$ cat config.mk
export PLATFORM = sky130hd
export DESIGN_NAME = octal_dac_cmd_rx
export DESIGN_NICKNAME = d
export VERILOG_FILES = /design/src/rtl/octal_dac_pkg.sv /design/src/rtl/dac_in_sync.sv /design/src/rtl/dac_cmd_shift.sv /design/src/rtl/dac_chan_slot.sv /design/src/rtl/octal_dac_cmd_rx.sv
export SDC_FILE = /design/constraint.sdc
export NUM_CORES = 1
export LEC_CHECK = 0
export ABC_AREA = 1
export BUFFER_PORTS_ARGS = -buffer_cell sky130_fd_sc_hd__buf_2
export CORE_MARGIN = 4
export CORE_UTILIZATION = 53
export CTS_CLUSTER_SIZE = 24
export DETAILED_ROUTE_END_ITERATION = 6
export PLACE_DENSITY = 0.81
export SYNTH_ARGS = -nofsm -noshare
export SYNTH_HDL_FRONTEND = slang
export SYNTH_SLANG_ARGS = --single-unit
$ cat constraint.sdc
create_clock -name clk -period 2.47 [get_ports clk]
set_clock_uncertainty 0.05 [all_clocks]
set_input_delay 0 -clock clk [delete_from_list [all_inputs] [get_ports clk]]
set_output_delay 0 -clock clk [all_outputs]
set_load 0.05 [all_outputs]
$ cat src/rtl/octal_dac_pkg.sv
package octal_dac_pkg;
   // bit positions of the serial-side inputs inside the synchronized bundle
   localparam int unsigned PIN_SCLK  = 0;
   localparam int unsigned PIN_SDATA = 1;
   localparam int unsigned PIN_LOAD  = 2;
   localparam int unsigned PIN_DEFER = 3;
   localparam int unsigned PIN_COUNT = 4;
endpackage

$ cat src/rtl/dac_in_sync.sv
module dac_in_sync #(
   parameter int unsigned WIDTH  = 4,
   parameter int unsigned STAGES = 2
) (
   input  logic             clk,
   input  logic             rst_n,
   input  logic [WIDTH-1:0] async_in,
   output logic [WIDTH-1:0] lvl,
   output logic [WIDTH-1:0] fall
);
   logic [WIDTH-1:0] stg [STAGES];
   logic [WIDTH-1:0] prev;

   always_ff @(posedge clk) begin
      if (!rst_n) begin
         for (int i = 0; i < int'(STAGES); i++) stg[i] <= '0;
         prev <= '0;
      end else begin
         stg[0] <= async_in;
         for (int i = 1; i < int'(STAGES); i++) stg[i] <= stg[i-1];
         prev <= stg[STAGES-1];
      end
   end

   assign lvl  = stg[STAGES-1];
   assign fall = prev & ~stg[STAGES-1];
endmodule

$ cat src/rtl/dac_cmd_shift.sv
module dac_cmd_shift #(
   parameter int unsigned WORD_W = 12
) (
   input  logic              clk,
   input  logic              rst_n,
   input  logic              shift_en,
   input  logic              bit_in,
   output logic [WORD_W-1:0] word
);
   always_ff @(posedge clk) begin
      if (!rst_n)        word <= '0;
      else if (shift_en) word <= {word[WORD_W-2:0], bit_in};
   end
endmodule

$ cat src/rtl/dac_chan_slot.sv
module dac_chan_slot #(
   parameter int unsigned CODE_W = 8
) (
   input  logic              clk,
   input  logic              rst_n,
   input  logic              sel,
   input  logic              wr_en,
   input  logic              direct,
   input  logic              bulk,
   input  logic [CODE_W-1:0] new_code,
   input  logic              new_rng,
   output logic [CODE_W-1:0] in_code,
   output logic              in_rng,
   output logic [CODE_W-1:0] out_code,
   output logic              out_rng
);
   logic hit;
   assign hit = sel & wr_en;

   always_ff @(posedge clk) begin
      if (!rst_n) begin
         in_code  <= '0;
         in_rng   <= 1'b0;
         out_code <= '0;
         out_rng  <= 1'b0;
      end else begin
         if (hit) begin
            in_code <= new_code;
            in_rng  <= new_rng;
         end
         if (bulk) begin
            out_code <= hit ? new_code : in_code;
            out_rng  <= hit ? new_rng  : in_rng;
         end else if (hit && direct) begin
            out_code <= new_code;
            out_rng  <= new_rng;
         end
      end
   end
endmodule

$ cat src/rtl/octal_dac_cmd_rx.sv
module octal_dac_cmd_rx #(
   parameter int unsigned NUM_CH      = 8,
   parameter int unsigned CODE_W      = 8,
   parameter int unsigned SYNC_STAGES = 2
) (
   input  logic                     clk,
   input  logic                     rst_n,
   input  logic                     ser_clk,
   input  logic                     ser_data,
   input  logic                     ser_load,
   input  logic                     defer_upd,
   output logic [NUM_CH*CODE_W-1:0] dac_code,
   output logic [NUM_CH-1:0]        dac_range
);
   import octal_dac_pkg::*;

   localparam int unsigned ADDR_W  = $clog2(NUM_CH);
   localparam int unsigned WORD_W  = ADDR_W + 1 + CODE_W;
   localparam int unsigned RNG_POS = CODE_W;

   if (NUM_CH < 2 || (NUM_CH & (NUM_CH - 1)) != 0) begin : g_bad_ch
      $error("NUM_CH must be a power of two and at least 2");
   end
   if (CODE_W < 1) begin : g_bad_code
      $error("CODE_W must be at least 1");
   end
   if (SYNC_STAGES < 2) begin : g_bad_sync
      $error("SYNC_STAGES must be at least 2");
   end

   logic [PIN_COUNT-1:0] pins, s_lvl, s_fall;
   always_comb begin
      pins            = '0;
      pins[PIN_SCLK]  = ser_clk;
      pins[PIN_SDATA] = ser_data;
      pins[PIN_LOAD]  = ser_load;
      pins[PIN_DEFER] = defer_upd;
   end

   dac_in_sync #(.WIDTH(PIN_COUNT), .STAGES(SYNC_STAGES)) u_sync (
      .clk(clk), .rst_n(rst_n), .async_in(pins), .lvl(s_lvl), .fall(s_fall)
   );

   logic              shift_en;
   logic [WORD_W-1:0] cmd_word;
   assign shift_en = s_fall[PIN_SCLK] & s_lvl[PIN_LOAD];

   dac_cmd_shift #(.WORD_W(WORD_W)) u_shift (
      .clk(clk), .rst_n(rst_n), .shift_en(shift_en),
      .bit_in(s_lvl[PIN_SDATA]), .word(cmd_word)
   );

   logic [ADDR_W-1:0] cmd_addr;
   logic              cmd_rng;
   logic [CODE_W-1:0] cmd_code;
   logic              load_fall, defer_lvl, defer_fall, direct;
   assign cmd_addr   = cmd_word[WORD_W-1 -: ADDR_W];
   assign cmd_rng    = cmd_word[RNG_POS];
   assign cmd_code   = cmd_word[CODE_W-1:0];
   assign load_fall  = s_fall[PIN_LOAD];
   assign defer_lvl  = s_lvl[PIN_DEFER];
   assign defer_fall = s_fall[PIN_DEFER];
   assign direct     = ~defer_lvl;

   logic [NUM_CH*CODE_W-1:0] in_code_flat;
   logic [NUM_CH-1:0]        in_rng_flat;

   for (genvar c = 0; c < int'(NUM_CH); c++) begin : g_ch
      dac_chan_slot #(.CODE_W(CODE_W)) u_slot (
         .clk(clk), .rst_n(rst_n),
         .sel(cmd_addr == ADDR_W'(c)),
         .wr_en(load_fall), .direct(direct), .bulk(defer_fall),
         .new_code(cmd_code), .new_rng(cmd_rng),
         .in_code(in_code_flat[c*CODE_W +: CODE_W]), .in_rng(in_rng_flat[c]),
         .out_code(dac_code[c*CODE_W +: CODE_W]), .out_rng(dac_range[c])
      );
   end
endmodule

Yosys cells after proc, flatten, opt, wreduce, memory -nomap -nowiden
Memories as Yosys holds them, arrays and structs flattened.
Cells that the tools add are included.
{"block": "classes", "order_cmp": 0, "shift": 0, "div_mod_pow": 0, "n_eq_ne": 7, "bitwise": 14, "reduce_logical": 17, "muxes": 52, "mul": 0, "add_sub_neg": 0}
{"operator": "$mux W8", "count": 24}
{"operator": "$mux W1", "count": 26}
{"operator": "$reduce_bool A2 Y1", "count": 8}
{"operator": "$eq A3 B3 Y1 const B", "count": 4}
{"operator": "$and A1 B1 Y1", "count": 9}
{"operator": "$logic_and A1 B1 Y1", "count": 8}
{"operator": "$mux W4", "count": 2}
{"operator": "$eq A3 B2 Y1 const B", "count": 2}
{"operator": "$and A4 B4 Y4", "count": 1}
{"operator": "$not A4 Y4", "count": 1}
{"operator": "$eq A3 B1 Y1 const B", "count": 1}
{"operator": "$logic_not A3 Y1", "count": 1}
{"operator": "$or A1 B1 Y1", "count": 2}
{"operator": "$not A1 Y1", "count": 1}
{"block": "totals", "romBits": 0, "ff_bits": 160, "ram_bits": 8, "memories": 1, "latch_bits": 0, "out_inout_bits": 72, "wordCells": 125}
{"name": "u_sync.stg", "words": 2, "word_bits": 4, "rd": 2, "rd_clocked_by_memory_dff": 0, "wr": 2, "line_no": "dac_in_sync.sv:11", "text": "logic [WIDTH-1:0] stg [STAGES];"}

Longest topological paths before layout
Gate-level depths: netlist of run 1.
{"block": "depth", "ltp_word": 6, "mapped_depth": 8, "mapped_depth_nobuf": 7}

By module
Synthesis of run 1 repeated with hierarchy kept, for this count alone.
{"block": "unflattened", "hier_cells": 1078, "hier_area_um2": 7971.4}
{"module": "dac_chan_slot", "seq_area_each_um2": 360.3, "area_each_um2": 875.8, "cells_each": 117, "n_inst": 8}
{"module": "dac_cmd_shift", "seq_area_each_um2": 240.2, "area_each_um2": 493.0, "cells_each": 75, "n_inst": 1}
{"module": "dac_in_sync", "seq_area_each_um2": 240.2, "area_each_um2": 404.1, "cells_each": 49, "n_inst": 1}
{"module": "octal_dac_cmd_rx", "seq_area_each_um2": 0.0, "area_each_um2": 67.6, "cells_each": 18, "n_inst": 1}

Worst setup path after synthesis of run 1
Ideal clock, no wire load.
{"block": "synth_path", "path_type": "reg2reg", "startpoint": "register u_shift.word[11]", "endpoint": "register g_ch[4].u_slot.out_code[6]", "period_less_slack_ns": 1.444, "path_slack_ns": 1.026, "setup_ns": 0.119, "arrival_ns": 1.275, "path_stages_with_launch": 7, "n_path_buf": 1, "cell_sequence": "dfxtp_1 nand3_4 nor2_8 nand2_4 buf_6 o21bai_1 a21oi_2"}
{"block": "synth_via", "elab_chain_len": 4, "elab_cells_between_ends": 6, "cone_classes": "eq/ne: 1; mux: 2; bitwise: 1; reduce/logical: 2"}
{"item": "start: declaration", "line_no": "dac_cmd_shift.sv:8", "text": "output logic [WORD_W-1:0] word"}
{"item": "start signal: assignment", "line_no": "dac_cmd_shift.sv:12", "text": "else if (shift_en) word <= {word[WORD_W-2:0], bit_in};"}
{"item": "$eq A3 B3 Y1 (*)", "line_no": "octal_dac_cmd_rx.sv:71", "text": ".sel(cmd_addr == ADDR_W'(c)),"}
{"item": "$and A1 B1 Y1 (*)", "line_no": "dac_chan_slot.sv:18", "text": "assign hit = sel & wr_en;"}
{"item": "$mux W8 or $logic_and A1 B1 Y1 (tied branches)", "line_no": "dac_chan_slot.sv:32, dac_chan_slot.sv:34"}
{"item": "$mux W8 or $reduce_bool A2 Y1 (tied branches)"}
{"item": "end signal: assignment", "line_no": "dac_chan_slot.sv:32", "text": "out_code <= hit ? new_code : in_code;"}
{"item": "end signal: assignment", "line_no": "dac_chan_slot.sv:35", "text": "out_code <= new_code;"}
{"item": "end: declaration", "line_no": "dac_chan_slot.sv:14", "text": "output logic [CODE_W-1:0] out_code,"}
Every way passes the cells marked *; elsewhere a longest branch is shown, timed or not.
A chain may end at the register's enable or synchronous reset.

==> results of run 1 <==
## registers in the layout, indices dropped and copies added, names as in the netlist
name	cells
g_ch.u_slot.in_code	64
g_ch.u_slot.out_code	64
u_shift.word	12
g_ch.u_slot.in_rng	8
g_ch.u_slot.out_rng	8
u_sync.stg	8
u_sync.prev	3
## routing by layer
layer,up-vias,global-route usage (%)
met1,3364,33.36
li1,3664,-
met3,67,5.894
met4,0,12.23
met5,-,0
met2,322,40.67
## worst min path at each step
| stage | start | slack (ns) | endpoint | cells after the start |
|---|---|---|---|---|
| 3_5_place_dp | ser_clk | 0.14 | u_sync.stg[0][0]$_SDFF_PN0_ | 3 |
| 6_report | u_sync.stg[0][2]$_SDFF_PN0_ | 0.36 | u_sync.stg[0][6]$_SDFF_PN0_ | 2 |
| 5_1_grt | u_sync.stg[0][2]$_SDFF_PN0_ | 0.39 | u_sync.stg[0][6]$_SDFF_PN0_ | 2 |
| 4_1_cts | u_sync.stg[0][2]$_SDFF_PN0_ | 0.36 | u_sync.stg[0][6]$_SDFF_PN0_ | 2 |
| 3_3_place_gp | ser_data | 0.14 | u_sync.stg[0][1]$_SDFF_PN0_ | 3 |
| 2_1_floorplan | ser_clk | 0.05 | u_sync.stg[0][0]$_SDFF_PN0_ | 2 |
## layout by cell type (no fill, tap or decap), types with 5 or more instances in the layout
master         netlist  layout
o21bai_1            47      47
a21oi_1             79      79
nand2_1            272     272
buf_4               11      27
clkbuf_16            0      17
o21ai_0             21      21
dlygate4sd3_1        0       9
inv_1              155     155
nand3_1            169     169
clkinv_1             9       9
a21oi_2              5       5
nand2_2              9       9
nand3b_1             9       9
buf_2               16      77
bufinv_16            0       7
dfxtp_1            167     167
nor2_1             102     102
nand3_2              6       6
## kinds of logic (layout without fill, tap and decap cells)
kind of cell	count (synthesis)	after routing	synth area share [%]
AO/OA/AOI/OAI	152	152	11.52
buffers and inverters	241	314	12.69
flip-flops	167	167	42.93
AND/OR/NAND/NOR	576	576	32.86
## through the flow
| step | total power, W | util, % | setup WS (ns) | hold slack, ns | std cells |
|---|---|---|---|---|---|
| finish | 0.006346 | 62.64 | 0.5857 | 0.3607 | 1393 |
| global route | 0.006524 | 62.64 | 0.4340 | 0.3901 | 1393 |
| CTS | 0.006353 | 62.64 | 0.5695 | 0.3613 | 1393 |
| detailed placement | 0.003272 | 57.24 | 0.6246 | 0.1356 | 1353 |
| global placement | 0.003267 | 57.24 | 0.6951 | 0.1352 | 1353 |
| floorplan | 0.003178 | - | 1.026 | 0.04763 | 1136 |
## power by group through the flow
stage,sequential (W),combinational [W],clock [W]
after floorplan,0.00296,0.000221,0
after CTS,0.00278,0.000451,0.00313
after global placement,0.00283,0.000432,0
after detailed placement,0.00284,0.000437,0
final,0.00278,0.000452,0.00312
after global routing,0.00278,0.000489,0.00325
## worst max-delay path, cell delays in order, from the launching register on
cell	delay (ns)
dfxtp_1	0.33
inv_2	0.08
nand2_1	0.10
nor2_4	0.40
nand3_2	0.42
o21bai_1	0.29
a21oi_1	0.09
## area by class of cell
type	instances	area, um2
Clock buffer	19	442.9
Clock inverter	12	249.0
Fill cell	1259	5409
Inverter	168	630.6
Multi-Input combinational cell	728	3456
Sequential cell	167	3343
Tap cell	184	230.2
Timing Repair Buffer	115	718.2
## repair_timing
action | in CTS | in global routing
hold buffers | 9 | 0
endpoints found under the hold margin | 18 | 0
setup buffers | 0 | 0
endpoints found under the setup margin | 0 | 0
==> flow_summary_export.csv, run 1 <==
group,metric,value,unit
status,status,"finished, final reports clean",
floorplanning,start_util,53.79,%
power,switching_share,22.97,%
flow_run,cap_violations,0,
sta,setup_tns,0,ns
clock_tree,cts-buffers-inserted,17,
power,p_seq_share,43.7,%
place,dp_hpwl,12920,um
synthesis,syn_nets,1142,
route,routed_wl,21430,um
grt,overflow,0,
grt,antenna_found_initial,0,
sta,worst_slew_pin_slew,0.8791,ns
place,place.gp.congestion,0.9139,
power,vdd_drop_max,0.0005007,V
cells_and_area,syn_to_final_growth,16.47,%
synthesis,synth-seq-cells,167,
worst_setup_path,arrival,2.15,ns
synthesis,syn_area,0.007787,mm2
synthesis,synth.avg_cell_area,6.855,um2
worst_setup_path,crit_end,"g_ch[2].u_slot.out_code[3]$_SDFFE_PN0P_",
sta,slew_violations,0,
clock_tree,clock_sinks,167,
floorplanning,die_area,0.01670,mm2
synthesis,yosys-top-cells-count,"nand2_1 (272), nand3_1 (169), dfxtp_1 (167), inv_1 (155), nor2_1 (102)",
min_path,hold_path.class,"flip-flop to flip-flop",
worst_setup_path,cp_max_fo,18,
sta,fmax,0.5307,GHz
worst_setup_path,worstSetupStartpointType,"flip-flop",
synthesis,synth_area_leaders,"dfxtp_1 (43%), nand2_1 (13%), nand3_1 (11%)",
clock_tree,ctsLongestPathBuffers,2,
cells_and_area,nNetsFinal,1203,
synthesis,async_reset_ff_share,0,%
synthesis,yosysTopAreaCell,"dfxtp_1",
grt,grt_usage,25.71,%
sta,period_needed,1.884,ns
worst_setup_path,ff2ff_path_depth,6,
synthesis,seq_area_frac_synth,42.93,%
route,drc,0,
power,p_clk_share,49.1,%
synthesis,post-synth-top-count-cell,"nand2_1",
clock_tree,clock-root-buffer,"clkbuf_16",
cells_and_area,final_area,0.009070,mm2
worst_setup_path,critPathKind,"flip-flop to flip-flop",
worst_setup_path,regToRegEndpoint,"g_ch[2].u_slot.out_code[3]$_SDFFE_PN0P_",
clock_tree,h-tree-depth,4,
synthesis,synth_top_cell_area_share,42.93,%
sta,finalSetupViolations,0,
clock_tree,clk_pin_slew,0.06,ns
power,combinationalPowerShare,7.1,%
floorplanning,chipHeight,129.2,um
synthesis,ys_warn_count,0,
power,p_leak,4.341,nW
clock_tree,ctsResizeCount,0,
grt,grt_max_degree,82,
floorplanning,chipWidth,129.2,um
route,met3WireLength,1761,um
worst_setup_path,r2r-start,"u_sync.stg[0][6]$_SDFF_PN0_",
sta,rsz0062_at_grt,"no",
clock_tree,tritoncts,"built",
place,portBuffers,77,
power,p_switching,0.001458,W
worst_setup_path,required,2.73,ns
grt,grt_first_pass_wirelength,33540,um
cells_and_area,drive_gt1_share,13.98,%
clock_tree,clock_latency,0.43,ns
worst_setup_path,worstSetupEndpointType,"flip-flop",
synthesis,synth_edf_count,0,
route,drtIter0Drc,701,
cells_and_area,diodes,0,
route,ant_nets,0,
sta,min_period_over_period,76.29,%
route,drt-wirelength-per-cell,15.38,um
synthesis,ys_types,22,
route,drt-met1-wl,8983,um
floorplanning,rows,44,
synthesis,synthCells,1136,
power,intPower,0.004888,W
floorplanning,design.core.area,0.01448,mm2
place,postPlaceCellArea,0.008288,mm2
route,vias,7417,
worst_setup_path,reg2reg_slack,0.59,ns
grt,first_global_vias,6525,
sta,finalHoldViolCount,0,
worst_setup_path,startpoint,"u_sync.stg[0][6]$_SDFF_PN0_",
route,wl_met2,9794,um
route,via_per_inst,5.324,
sta,relSlewSlack,41.40,%
route,dr.pass1.iters,5,
power,power-per-cell-area,699.7,mW/mm2
floorplanning,io_pins,78,
route,highest_layer,"met4",
synthesis,ys.flop_type,"dfxtp_1",
Power figures use the tool's default switching activity.
==> inputs of run 2 (changes only) <==
--- a/config.mk
+++ b/config.mk
@@ -5,13 +5,13 @@
 export SDC_FILE = /design/constraint.sdc
 export NUM_CORES = 1
 export LEC_CHECK = 0
-export ABC_AREA = 1
+export ABC_AREA = 0
 export BUFFER_PORTS_ARGS = -buffer_cell sky130_fd_sc_hd__buf_2
 export CORE_MARGIN = 4
-export CORE_UTILIZATION = 53
+export CORE_UTILIZATION = 52
 export CTS_CLUSTER_SIZE = 24
 export DETAILED_ROUTE_END_ITERATION = 6
-export PLACE_DENSITY = 0.81
+export PLACE_DENSITY = 0.83
 export SYNTH_ARGS = -nofsm -noshare
 export SYNTH_HDL_FRONTEND = slang
 export SYNTH_SLANG_ARGS = --single-unit
==> constraint.sdc (replaced) <==
create_clock -name clk -period 1.6 [get_ports clk]
set_clock_uncertainty 0.05 [all_clocks]
set_input_delay 0 -clock clk [delete_from_list [all_inputs] [get_ports clk]]
set_output_delay 0 -clock clk [all_outputs]
set_load 0.05 [all_outputs]
==> flow_summary_export.csv, run 2 <==
group,metric,value,unit
route,drc,0,
worst_setup_path,critPathKind,"flip-flop to flip-flop",
cells_and_area,nNetsFinal,827,
worst_setup_path,worstSetupStartpointType,"flip-flop",
sta,fin_ws,-0.09635,ns
floorplanning,start_util,53.55,%
grt,grt_usage,29.38,%
floorplanning,rows,41,
power,total_power,0.008486,W
floorplanning,design.core.area,0.01277,mm2
clock_tree,tritoncts,"built",
route,vias,6154,
cells_and_area,diodes,0,
worst_setup_path,worstSetupEndpointType,"flip-flop",
worst_setup_path,path_delay_family,"simple AND/OR/NAND/NOR gates",
grt,overflow,0,
place,dp_hpwl,13930,um
grt,antenna_found_initial,0,
worst_setup_path,cp_max_fo,7,
synthesis,ys.flop_type,"dfxtp_1",
clock_tree,h-tree-depth,4,
sta,rsz0062_at_grt,"yes",
cells_and_area,final_common_cell,"dfxtp_1",
worst_setup_path,slowest_stage,"or4b_4",
sta,worst_slew_pin_slew,0.4721,ns
cells_and_area,final_util,70.24,%
sta,period_needed,1.696,ns
synthesis,syn_nets,688,
synthesis,synth_top_cell_area_share,48.88,%
route,ant_nets,0,
worst_setup_path,arrival,1.99,ns
route,dr.pass1.iters,5,
clock_tree,clk_pin_slew,0.06,ns
clock_tree,clock_latency,0.43,ns
route,routed_wl,21770,um
worst_setup_path,slowest_delay,0.62,ns
route,via_per_inst,6.129,
place,portBuffers,77,
synthesis,ys_warn_count,0,
synthesis,ys_types,29,
status,status,"finished, violations left",
sta,relSlewSlack,68.48,%
clock_tree,ctsLongestPathBuffers,2,
cells_and_area,final_cell_mix,"dfxtp_1 (161), nor2b_1 (85), nand3_1 (83), buf_2 (76), buf_4 (75)",
status,violations,"negative setup slack",
clock_tree,clock_sinks,167,
worst_setup_path,crit_buf_inv,0,
cells_and_area,syn_to_final_growth,31.17,%
sta,slew_violations,0,
grt,first_global_vias,6181,
synthesis,synth.avg_cell_area,10.03,um2
synthesis,synth_area_leaders,"dfxtp_1 (49%), mux2i_1 (12%), o221ai_1 (8.3%)",
min_path,hold_path.class,"input port to flip-flop",
floorplanning,chipWidth,122.7,um
clock_tree,clock-root-buffer,"clkbuf_16",
synthesis,synth-seq-cells,167,
clock_tree,cts-buffers-inserted,17,
power,vdd_drop_max,0.0007440,V
synthesis,syn_area,0.006840,mm2
flow_run,cap_violations,0,
grt,grt_max_degree,127,
synthesis,async_reset_ff_share,0,%
synthesis,yosys-top-cells-count,"dfxtp_1 (167), nor2b_1 (87), mux2i_1 (84), nand3_1 (83), nand2_1 (74)",
synthesis,seq_area_frac_synth,48.88,%
route,drtIter0Drc,656,
place,place.gp.congestion,0.9185,
floorplanning,die_area,0.01505,mm2
sta,finalHoldViolCount,0,
floorplanning,chipHeight,122.7,um
floorplanning,io_pins,78,
grt,grt_first_pass_wirelength,33360,um
worst_setup_path,required,1.89,ns
synthesis,yosysTopAreaCell,"dfxtp_1",
worst_setup_path,path_cells,"or4b_4 > o21ai_2 > nand2_1 > o221ai_1",
synthesis,synth_edf_count,0,
sta,fmax,0.5895,GHz
sta,min_period_over_period,106.0,%
power,power-per-cell-area,945.8,mW/mm2
sta,finalSetupViolations,35,
synthesis,post-synth-top-count-cell,"dfxtp_1",
power,p_leak,3.884,nW
route,drt-wirelength-per-cell,21.68,um
cells_and_area,drive_gt1_share,33.41,%
cells_and_area,largestRegisters,"g_ch.u_slot.in_code: 64 flops, g_ch.u_slot.out_code: 64 flops, u_shift.word: 12 flops",
synthesis,synthCells,682,
==> run 2: cell types whose count changed after synthesis, moves of 79 or more <==
cell and change:
nand3_1 -86, nor2b_1 +87, nor2_1 -102, nand2_1 -198, inv_1 -155, a21oi_1 -79, mux2i_1 +84
==> run 2: cell families after synthesis <==
logic type	synth area share, %
buffers and inverters	4.500
and+or+nand+nor	21.20
AOI/OAI and AO/OA	13.13
DFF	48.88
muxes	12.29
==> run 2: where the power goes <==
part / internal (W) / switching [W]
Clock: 0.00240 / 0.00161
Combinational: 0.000131 / 0.000174
Sequential: 0.00417 / 0.00000706
==> run 2: final cells by class <==
type,count,area (um2)
well taps,172,215.2
clock buffers,22,474.2
fillers,870,3801
multi-input cells,453,3381
clock inverters,8,96.34
flip-flops and latches,167,3353
repair buffers,182,1453
==> run 2: routing by layer <==
layer | share of wire, % | GRT usage [%]
met3 | 8.8 | 6.682
met1 | 39 | 36.44
met2 | 48 | 47.66
met5 | 0 | 0
met4 | 4.5 | 15.33
==> run 2: worst paths after layout <==
path                                                  start                                      end  slack [ns]  cells after the start
worst max-delay path            u_sync.stg[0][6]$_SDFF_PN0_  g_ch[2].u_slot.out_code[4]$_SDFFE_PN0P_        -0.1                      4
worst min-delay path                                ser_clk              u_sync.stg[0][0]$_SDFF_PN0_        0.27                      3
worst max register to register  u_sync.stg[0][6]$_SDFF_PN0_  g_ch[2].u_slot.out_code[4]$_SDFFE_PN0P_        -0.1                      4
worst min register to register  u_sync.stg[0][1]$_SDFF_PN0_              u_sync.stg[0][5]$_SDFF_PN0_        0.39                      1
==> run 2: what timing repair did <==
item                       in CTS  in global routing
hold buffers                    5                  0
gates cloned                    1                  0
hold endpoints to repair       12                  0
resized for setup              27                 29
buffers inserted                2                  3
setup endpoints to repair      72                 69
pin swaps                       6                  8
==> run 2: worst min-delay path, stage by stage <==
cell and delay [ns]:
dlygate4sd3_1 0.52, buf_2 0.09, and2_1 0.10
==> run 2: metrics by stage <==
| stage | setup slack [ns] | TNS [ns] | std cells | hold WS [ns] | area [um2] |
|---|---|---|---|---|---|
| floorplan | -0.02134 | -0.2434 | 682 | 0.07729 | 6849 |
| global placement | -0.03580 | -0.5103 | 963 | 0.1602 | 8061 |
| detailed placement | -0.1209 | -3.618 | 963 | 0.1619 | 8061 |
| CTS | -0.07722 | -0.5515 | 1001 | 0.2636 | 8831 |
| global route | -0.1177 | -3.549 | 1004 | 0.2937 | 8972 |
| finish | -0.09635 | -1.206 | 1004 | 0.2703 | 8972 |
==> inputs of run 3 (changes only) <==
--- a/config.mk
+++ b/config.mk
@@ -11,7 +11,7 @@
 export CORE_UTILIZATION = 52
 export CTS_CLUSTER_SIZE = 24
 export DETAILED_ROUTE_END_ITERATION = 6
-export PLACE_DENSITY = 0.83
+export PLACE_DENSITY = 0.78
 export SYNTH_ARGS = -nofsm -noshare
 export SYNTH_HDL_FRONTEND = slang
 export SYNTH_SLANG_ARGS = --single-unit
==> flow_summary_export.csv, run 3 (same netlist as run 2, synthesis figures left out) <==
group,metric,value,unit
cells_and_area,final_common_cell,"dfxtp_1",
power,power-per-cell-area,870.2,mW/mm2
cells_and_area,stdcell_count,1002,
worst_setup_path,reg2reg_slack,-0.20,ns
worst_setup_path,ff2ff_path_depth,7,
worst_setup_path,cp_max_fo,9,
worst_setup_path,crit_path_frequent_cell,"buf_6",
clock_tree,clock_sinks,167,
status,status,"finished, violations left",
clock_tree,cts-buffers-inserted,17,
route,drt-wirelength-per-cell,24.40,um
place,dp_hpwl,13390,um
floorplanning,die_area,0.01505,mm2
power,vdd_drop_max,0.0008361,V
sta,finalHoldViolCount,0,
grt,grt_usage,29.88,%
floorplanning,chipHeight,122.7,um
worst_setup_path,path_cells,"buf_6 > nor3b_2 > buf_6 > nand2_2 > buf_12 > mux2i_2 > o221ai_1",
cells_and_area,diodes,0,
cells_and_area,final_cell_mix,"dfxtp_1 (162), nor2b_1 (86), buf_2 (76), nand3_1 (75), buf_4 (71)",
min_path,hold_depth,3,
worst_setup_path,slowest_stage,"dfxtp_2",
route,drc,0,
grt,grt_max_degree,41,
clock_tree,ctsLongestPathBuffers,2,
floorplanning,rows,41,
min_path,min_to,"u_sync.stg[0][0]$_SDFF_PN0_",
worst_setup_path,worstSetupEndpointType,"flip-flop",
place,dpl.cell_count,947,
route,dr.pass1.iters,5,
worst_setup_path,arrival,2.05,ns
cells_and_area,largestRegisters,"g_ch.u_slot.in_code: 64 flops, g_ch.u_slot.out_code: 64 flops, u_shift.word: 12 flops",
route,via_per_inst,6.385,
worst_setup_path,regToRegEndpoint,"g_ch[2].u_slot.out_code[4]$_SDFFE_PN0P_",
floorplanning,design.core.area,0.01277,mm2
sta,finalSetupViolations,123,
worst_setup_path,critPathKind,"flip-flop to flip-flop",
status,violations,"negative setup slack",
power,p_leak,3.649,nW
grt,antenna_found_initial,0,
sta,period_needed,1.804,ns
clock_tree,clk_pin_slew,0.06,ns
cells_and_area,syn_to_final_growth,41.49,%
clock_tree,tritoncts,"built",
route,ant_nets,0,
worst_setup_path,r2r-start,"u_shift.word[9]$_SDFFE_PN0P_",
cells_and_area,drive_gt1_share,40.60,%
sta,min_period_over_period,112.7,%
route,drtIter0Drc,729,
worst_setup_path,worstSetupStartpointType,"flip-flop",
grt,overflow,0,
sta,worst_slew_pin_slew,0.6331,ns
place,pre_cts_ws,-0.2043,ns
route,vias,6398,
sta,relSlewSlack,57.74,%
clock_tree,clock_latency,0.43,ns
cells_and_area,nNetsFinal,823,
sta,rsz0062_at_grt,"yes",
place,portBuffers,77,
sta,fin_ws,-0.2035,ns
floorplanning,chipWidth,122.7,um
grt,first_global_vias,6120,
worst_setup_path,slowest_delay,0.35,ns
sta,slew_violations,0,
route,routed_wl,24450,um
sta,fmax,0.5545,GHz
worst_setup_path,required,1.85,ns
worst_setup_path,startpoint,"u_shift.word[9]$_SDFFE_PN0P_",
clock_tree,clock-root-buffer,"clkbuf_16",
place,place.gp.congestion,0.9321,
min_path,worstHoldStart,"ser_clk",
flow_run,cap_violations,0,
floorplanning,io_pins,78,
sta,setup_tns,-11.96,ns
grt,grt_first_pass_wirelength,33920,um
clock_tree,h-tree-depth,4,
min_path,hold_path.class,"input port to flip-flop",
floorplanning,start_util,53.55,%
[run 3: cell count changes in the layout (fill, tap and decap cells not counted), moves of 4 or more]
cell	change
o221ai_1	-4
buf_4	-4
mux2i_4	+44
a21oi_4	+4
nand2_2	-4
nand3_1	-8
a21oi_2	-4
nand3_2	+7
mux2i_1	-44
o221ai_2	+4
[run 3: stage by stage]
stage	power (W)	utilization [%]	instance area, um2	hold WS (ns)
final	0.008422	75.77	9678	0.2505
after CTS	0.008382	70.37	8989	0.2466
after global placement	0.004504	61.39	7841	0.1603
after detailed placement	0.004508	61.39	7841	0.1635
after floorplan	0.004430	-	6849	0.07729
after global routing	0.008622	75.77	9678	0.2855
[run 3: layer usage]
layer  track usage (%)  up-vias  routed length [um]
li1                  -     2729                   -
met1             37.77     3075                8975
met2             47.69      464               11690
met3             5.714      130                2284
met4             17.21        0                1498
met5                 0        -                   0
[run 3: worst max path at each step]
| stage | cells after the start | end |
|---|---|---|
| global route | 7 | g_ch[6].u_slot.out_code[7]$_SDFFE_PN0P_ |
| global placement | 5 | g_ch[7].u_slot.out_code[2]$_SDFFE_PN0P_ |
| CTS | 5 | g_ch[2].u_slot.out_code[1]$_SDFFE_PN0P_ |
| detailed placement | 5 | g_ch[5].u_slot.out_code[7]$_SDFFE_PN0P_ |
| floorplan | 6 | g_ch[6].u_slot.out_code[4]$_SDFFE_PN0P_ |
| finish | 7 | g_ch[2].u_slot.out_code[4]$_SDFFE_PN0P_ |
[run 3: layout make-up]
class                      instances  area (um2)
fill                             742        3095
clock buffer                      21       470.5
clock inverter                    11       98.84
multi-input combinational        454        4121
tap                              172       215.2
timing repair buffer             177        1420
sequential                       167        3352
[run 3: power by group]
part	leakage (nW)	switching (W)	internal, W	total (W)
clock network	0.275	0.00167	0.00226	0.00393
registers	1.35	0.00000900	0.00417	0.00418
logic	2.02	0.000186	0.000128	0.000315
total	3.65	0.00187	0.00656	0.00842
[run 3: timing repair]
item | 4_1_cts | 5_1_grt
pin swaps | 10 | 5
buffers inserted | 6 | 7
hold endpoints to repair | 15 | 0
gates cloned | 3 | 2
resized for setup | 87 | 101
setup endpoints to repair | 77 | 116
hold buffers | 5 | 0
[run 3: worst max-delay path, delay by kind of cell (launching register included)]
kind | cells | cell delay, ns
AOI/OAI and AO/OA | 1 | 0.15
buffers and inverters | 3 | 0.52
and+or+nand+nor | 2 | 0.38
DFF | 1 | 0.35
muxes | 1 | 0.21
